$ cat src/rtl/bwc_pkg.sv
package bwc_pkg;
  typedef enum logic [1:0] {
    ARM_SETTLE   = 2'd0,
    ARM_WAIT_LOW = 2'd1,
    ARM_READY    = 2'd2
  } arm_state_e;
endpackage

$ cat src/rtl/bwc_sync.sv
module bwc_sync #(
  parameter int         W       = 1,
  parameter int         STAGES  = 2,
  parameter logic [W-1:0] RST_VAL = '0
) (
  input  logic         clk,
  input  logic         rst,
  input  logic [W-1:0] d,
  output logic [W-1:0] q
);
  logic [W-1:0] stg [STAGES];

  always_ff @(posedge clk) begin
    if (rst) begin
      for (int i = 0; i < STAGES; i++) stg[i] <= RST_VAL;
    end else begin
      stg[0] <= d;
      for (int i = 1; i < STAGES; i++) stg[i] <= stg[i-1];
    end
  end

  assign q = stg[STAGES-1];
endmodule

$ cat src/rtl/bwc_delay.sv
module bwc_delay #(
  parameter int W     = 8,
  parameter int DEPTH = 3
) (
  input  logic         clk,
  input  logic         rst,
  input  logic [W-1:0] d,
  output logic [W-1:0] q
);
  logic [W-1:0] tap [DEPTH+1];
  assign tap[0] = d;

  for (genvar g = 0; g < DEPTH; g++) begin : g_tap
    always_ff @(posedge clk) begin
      if (rst) tap[g+1] <= '0;
      else     tap[g+1] <= tap[g];
    end
  end

  assign q = tap[DEPTH];
endmodule

$ cat src/rtl/bwc_cycle_ctl.sv
module bwc_cycle_ctl
  import bwc_pkg::*;
#(
  parameter int AW     = 3,
  parameter int DW     = 8,
  parameter int STAGES = 2
) (
  input  logic          clk,
  input  logic          rst,
  input  logic          phi_s,
  input  logic          csn_s,
  input  logic          rnw_s,
  input  logic [AW-1:0] addr_a,
  input  logic [DW-1:0] data_a,
  output logic          wr_en,
  output logic [AW-1:0] wr_addr,
  output logic [DW-1:0] wr_data
);
  localparam int CW = $clog2(STAGES + 2);

  arm_state_e    arm_q;
  logic [CW-1:0] settle_q;
  logic          phi_q;
  logic          in_cycle_q;
  logic          pend_q;
  logic [AW-1:0] addr_hold_q;
  logic          ready, rise, fall, qual;

  assign ready = (arm_q == ARM_READY);
  assign rise  = ready &  phi_s & ~phi_q;
  assign fall  = ready & ~phi_s &  phi_q;
  assign qual  = (in_cycle_q | rise) & phi_s & ~csn_s & ~rnw_s;

  always_ff @(posedge clk) begin
    if (rst) begin
      arm_q    <= ARM_SETTLE;
      settle_q <= '0;
      phi_q    <= 1'b0;
    end else begin
      phi_q <= phi_s;
      case (arm_q)
        ARM_SETTLE: begin
          if (settle_q == CW'(STAGES)) arm_q <= ARM_WAIT_LOW;
          else                         settle_q <= settle_q + 1'b1;
        end
        ARM_WAIT_LOW: if (!phi_s) arm_q <= ARM_READY;
        default: arm_q <= ARM_READY;
      endcase
    end
  end

  always_ff @(posedge clk) begin
    if (rst) begin
      in_cycle_q  <= 1'b0;
      pend_q      <= 1'b0;
      addr_hold_q <= '0;
      wr_en       <= 1'b0;
      wr_addr     <= '0;
      wr_data     <= '0;
    end else begin
      wr_en <= 1'b0;
      if (rise) begin
        in_cycle_q <= 1'b1;
        pend_q     <= 1'b0;
      end
      if (qual) begin
        pend_q      <= 1'b1;
        addr_hold_q <= addr_a;
      end
      if (fall) begin
        in_cycle_q <= 1'b0;
        pend_q     <= 1'b0;
        if (in_cycle_q && pend_q) begin
          wr_en   <= 1'b1;
          wr_addr <= addr_hold_q;
          wr_data <= data_a;
        end
      end
    end
  end

  // checker state: commits seen since the last detected rising edge
  logic [1:0] commits_q;
  always_ff @(posedge clk) begin
    if (rst)                           commits_q <= '0;
    else if (rise)                     commits_q <= '0;
    else if (wr_en && commits_q != 2'd3) commits_q <= commits_q + 1'b1;
  end

  p_one_commit_per_cycle_r7: assert property (@(posedge clk) disable iff (rst)
    wr_en |-> (commits_q == 2'd0));
  p_commit_follows_fall_r2: assert property (@(posedge clk) disable iff (rst)
    wr_en |-> $past(fall));
  p_no_commit_unarmed_r9: assert property (@(posedge clk) disable iff (rst)
    wr_en |-> $past(arm_q == ARM_READY));
  p_commit_needs_write_r5: assert property (@(posedge clk) disable iff (rst)
    wr_en |-> $past(pend_q && in_cycle_q));
endmodule

$ cat src/rtl/bwc_store.sv
module bwc_store #(
  parameter int AW = 3,
  parameter int DW = 8
) (
  input  logic          clk,
  input  logic          rst,
  input  logic          we,
  input  logic [AW-1:0] waddr,
  input  logic [DW-1:0] wdata,
  input  logic [AW-1:0] raddr,
  output logic [DW-1:0] rdata
);
  localparam int DEPTH = 1 << AW;

  logic [DW-1:0] mem [DEPTH];

  always_ff @(posedge clk) begin
    if (rst) begin
      for (int i = 0; i < DEPTH; i++) mem[i] <= '0;
    end else if (we) begin
      mem[waddr] <= wdata;
    end
  end

  always_ff @(posedge clk) begin
    if (rst) rdata <= '0;
    else     rdata <= mem[raddr];
  end

  for (genvar g = 0; g < DEPTH; g++) begin : g_chk
    p_entry_cleared_r1: assert property (@(posedge clk)
      rst |=> (mem[g] == '0));
    p_entry_held_r6: assert property (@(posedge clk) disable iff (rst)
      !(we && waddr == AW'(g)) |=> $stable(mem[g]));
  end
endmodule

$ cat src/rtl/bus_write_capture.sv
module bus_write_capture #(
  parameter int AW     = 3,
  parameter int DW     = 8,
  parameter int STAGES = 2
) (
  input  logic          clk,
  input  logic          rst,
  input  logic          bus_phi2,
  input  logic          bus_cs_n,
  input  logic          bus_rnw,
  input  logic [AW-1:0] bus_addr,
  input  logic [DW-1:0] bus_data,
  input  logic [AW-1:0] rd_addr,
  output logic [DW-1:0] rd_data
);
  localparam int DATA_DLY = STAGES + 1;

  logic [2:0]    ctl_s;
  logic [AW-1:0] addr_a;
  logic [DW-1:0] data_a;
  logic          wr_en;
  logic [AW-1:0] wr_addr;
  logic [DW-1:0] wr_data;

  bwc_sync #(.W(3), .STAGES(STAGES), .RST_VAL(3'b110)) u_sync (
    .clk(clk), .rst(rst),
    .d({bus_cs_n, bus_rnw, bus_phi2}),
    .q(ctl_s)
  );

  bwc_delay #(.W(AW), .DEPTH(STAGES)) u_addr_dly (
    .clk(clk), .rst(rst), .d(bus_addr), .q(addr_a)
  );

  bwc_delay #(.W(DW), .DEPTH(DATA_DLY)) u_data_dly (
    .clk(clk), .rst(rst), .d(bus_data), .q(data_a)
  );

  bwc_cycle_ctl #(.AW(AW), .DW(DW), .STAGES(STAGES)) u_ctl (
    .clk(clk), .rst(rst),
    .phi_s(ctl_s[0]), .rnw_s(ctl_s[1]), .csn_s(ctl_s[2]),
    .addr_a(addr_a), .data_a(data_a),
    .wr_en(wr_en), .wr_addr(wr_addr), .wr_data(wr_data)
  );

  bwc_store #(.AW(AW), .DW(DW)) u_store (
    .clk(clk), .rst(rst),
    .we(wr_en), .waddr(wr_addr), .wdata(wr_data),
    .raddr(rd_addr), .rdata(rd_data)
  );

  p_read_zero_after_reset_r1: assert property (@(posedge clk)
    rst |=> (rd_data == '0));
endmodule

$ cat config.mk
export PLATFORM = sky130hd
export DESIGN_NAME = bus_write_capture
export DESIGN_NICKNAME = d
export VERILOG_FILES = /design/src/rtl/bwc_pkg.sv /design/src/rtl/bwc_sync.sv /design/src/rtl/bwc_delay.sv /design/src/rtl/bwc_cycle_ctl.sv /design/src/rtl/bwc_store.sv /design/src/rtl/bus_write_capture.sv
export SDC_FILE = /design/constraint.sdc
export NUM_CORES = 1
export LEC_CHECK = 0
export CORE_MARGIN = 10
export CORE_UTILIZATION = 47
export DETAILED_ROUTE_END_ITERATION = 6
export DONT_BUFFER_PORTS = 1
export HOLD_SLACK_MARGIN = 0.15
export PLACE_DENSITY = 0.66
export SYNTH_ARGS = -nofsm -noshare
export SYNTH_HDL_FRONTEND = slang
export SYNTH_SLANG_ARGS = --single-unit
$ cat constraint.sdc
create_clock -name clk -period 2.1 [get_ports clk]
set_input_delay 0.63 -clock clk [delete_from_list [all_inputs] [get_ports clk]]
set_output_delay 0.63 -clock clk [all_outputs]
set_load 0.02 [all_outputs]
==> flow_metrics.env <==
export IMPL_outcome="finished, final reports clean"
export IMPL_cp_start_kind="register"
export IMPL_n_fill_cell=810
export IMPL_synth_top_area_cell="edfxtp_1"
export IMPL_syn_inst=361
export IMPL_cts_buffers=17
export IMPL_final_antenna_net_count=0
export IMPL_start_util=0.480
export IMPL_routedWlPerCell_um=17.2
export IMPL_setup_tns_ns=0
export IMPL_reg2reg_from="u_ctl.wr_addr[1]"
export IMPL_critical_path_required_ns=2.30
export IMPL_post_cts_resize_count=0
export IMPL_rows=37
export IMPL_synthSimpleGateAreaFrac=0.193
export IMPL_grt_overflow_total=0
export IMPL_ys_seq_area_frac=0.654
export IMPL_worst_hold_path_num_cells=1
export IMPL_die_w_um=123
export IMPL_crit_type="register to register"
export IMPL_layout_min_cycle_time_ns=1.67
export IMPL_synth_top_family_by_area="simple AND/OR/NAND/NOR gates"
export IMPL_hold_buffers=0
export IMPL_cp_cell_sequence="or3b_4 > nor2_2 > or2_2"
export IMPL_clk_latency_ns=0.51
export IMPL_clock_path_buffers=2
export IMPL_reg2reg_depth=3
export IMPL_drt_first_pass_iters=4
export IMPL_hpwl_mm=5.94
export IMPL_dieArea_um2=15100
export IMPL_path_max_fanout=9
export IMPL_post_cts_setup_buffers=0
export IMPL_drive_gt1_frac=0.173
export IMPL_slew_headroom=0.648
export IMPL_grt_use_total=0.126
export IMPL_cts_tree="built"
export IMPL_first_iter_violations=203
export IMPL_slowest_stage="or3b_4"
export IMPL_hold_class="input port to register"
export IMPL_port_buffers=0
export IMPL_core_um2=10300
export IMPL_viasPerCell=5.12
export IMPL_final_cell_mix="dfxtp_1, and2_1, edfxtp_1"
export IMPL_syn_avg_cell_area_um2=13.7
export IMPL_cts_sinks=130
export IMPL_max_stage_delay_ns=0.44
export IMPL_antenna_found_initial=0
export IMPL_grt_pass1_wl_mm=14.3
export IMPL_drcViolationCount=0
export IMPL_r2r_slack_ns=0.43
export IMPL_areaGrowthSynthToFinish_pct=14.3
export IMPL_path_clk_slew_ns=0.06
export IMPL_power_density_nw_per_um2=1030
export IMPL_gp_congestion=0.782
export IMPL_design_area_um2=5670
export IMPL_worst_pin_slew_ns=0.527
export IMPL_place_area_um2=5070
export IMPL_synth_compound_area_frac=0.0439
export IMPL_setup_viol=0
export IMPL_first_global_vias=2732
export IMPL_rsz0062_at_grt="false"
export IMPL_syn_nets=381
export IMPL_hold_viol_final=0
export IMPL_synth_top_area_share=0.388
export IMPL_min_to="u_data_dly.tap[18]"
export IMPL_worstSetupEndpointType="register"
export IMPL_synth_area_um2=4960
export IMPL_routed_wl_mm=8.89
export IMPL_num_vias=2649
export IMPL_max_freq_ghz=0.599
export IMPL_pin_count=27
export IMPL_synth_fa_ha_area_frac=0.00252
export IMPL_min_delay_start="rst"
export IMPL_synthMuxAreaShare=0.0853
export IMPL_leakage_nw=2.10
export IMPL_max_cap_violations=0
export IMPL_grt_max_degree=73
export IMPL_drv_slew=0
export IMPL_yosys_top_cells_area="edfxtp_1, dfxtp_1, and2_1"
export IMPL_cp_arrival_ns=1.86
export IMPL_post_route_period_util=0.795
export IMPL_synth_seq_cells=130
export IMPL_antenna_cells=0
export IMPL_peakVddDrop_mv=0.770
export IMPL_finClkSkew_ns=0.00726
export IMPL_die_height_um=123
export IMPL_fin_nets=388
export IMPL_r2r_end="u_store.mem[5][0]"
export IMPL_final_common_cell="dfxtp_1"
export IMPL_ys_warn_count=0
export IMPL_cts_root_buf="clkbuf_8"
export IMPL_synth_xor_area_share=0.00177
export IMPL_synthDistinctLibCells=34
export IMPL_h_tree_depth=4
==> report_power, final <==
group | switching, W | leakage (nW) | total, W | internal, W
combinational | 0.0000858 | 0.606 | 0.000200 | 0.000114
clock | 0.00108 | 0.297 | 0.00284 | 0.00176
sequential | 0.0000623 | 1.20 | 0.00282 | 0.00276
total | 0.00123 | 2.10 | 0.00587 | 0.00463
==> layout make-up <==
class,instances,area (µm²),share of cell area
clock buffer,20,478,0.0843
multi-input combinational,212,1620,0.285
inverter,2,7.51,0.00132
sequential,130,3240,0.572
clock inverter,12,115,0.0203
timing repair buffer,5,37.5,0.00662
tap,136,170,0.0300
==> stage by stage <==
step	power, W	hold WS, ns	setup WS [ns]	utilization	std cells
final	0.00587	0.186	0.431	0.549	517
after global routing	0.00607	0.157	0.355	0.549	517
after CTS	0.00592	0.166	0.420	0.549	517
after detailed placement	0.00308	0.394	0.140	0.492	485
after global placement	0.00306	0.392	0.257	0.492	485
after floorplan	0.00306	0.389	0.179	-	361
==> sequential cells by signal, indices dropped and copies added, names as in the netlist <==
signal,flops
u_addr_dly.tap,3
u_sync.stg,6
u_addr_dly.q,3
u_store.mem,64
u_ctl.pend_q,1
u_data_dly.tap,16
u_ctl.addr_hold_q,3
u_ctl.wr_en,1
u_ctl.settle_q,2
u_ctl.wr_data,8
u_data_dly.q,8
u_ctl.arm_q,2
u_ctl.phi_q,1
u_ctl.in_cycle_q,1
u_store.rdata,8
u_ctl.wr_addr,3
==> cells by family (layout without fill, tap and decap cells) <==
family / after synthesis / in the layout
xor gates and xnor gates: 1 / 1
DFF: 130 / 130
and+or+nand+nor: 155 / 155
AOI/OAI and AO/OA: 35 / 35
muxes: 20 / 20
adders and majority gates: 1 / 1
buffers and inverters: 19 / 39
==> critical path: cells and delay by family, from the launching register on <==
| kind | cells | cell delay (ns) |
|---|---|---|
| flops | 1 | 0.32 |
| simple gates | 3 | 1.03 |
==> how the worst max path moves through the flow <==
stage	from	slack, ns	endpoint
floorplan	rst	0.18	u_store.mem[2][0]
global placement	rst	0.26	u_store.mem[5][0]
detailed placement	rst	0.14	u_store.mem[5][2]
CTS	u_ctl.wr_addr[1]	0.42	u_store.mem[5][0]
global route	u_ctl.wr_addr[1]	0.36	u_store.mem[5][7]
finish	u_ctl.wr_addr[1]	0.43	u_store.mem[5][0]
==> cells in the mapped netlist <==
cell and n:
nand2_1 2, and2_1 65, o21a_1 2, mux4_1 6, nor2_1 10, xnor2_1 1
a21oi_1 12, buf_6 1, mux4_2 10, nand2b_1 8, and4bb_2 2, dfxtp_1 66
or3b_4 1, nor2_2 3, nand3b_1 1, or2_2 12, o211a_1 1, buf_12 1
edfxtp_1 64, nand4bb_1 1, o21ai_1 1, nand3_1 11, nor3_4 1, mux2i_1 4
a22o_1 8, o21ai_0 10, ha_1 1, clkbuf_1 11, nor2b_1 34, buf_2 3
a211oi_1 1, nor3_1 4, inv_1 2, buf_1 1
==> metal layers <==
layer  global-route usage  up-vias  share of wire
li1                     -     1295              -
met1                0.149     1271           0.43
met2                0.210       69           0.49
met3               0.0491       14          0.060
met4               0.0353        0          0.015
met5                    0        -              0
Power figures use the tool's default switching activity.
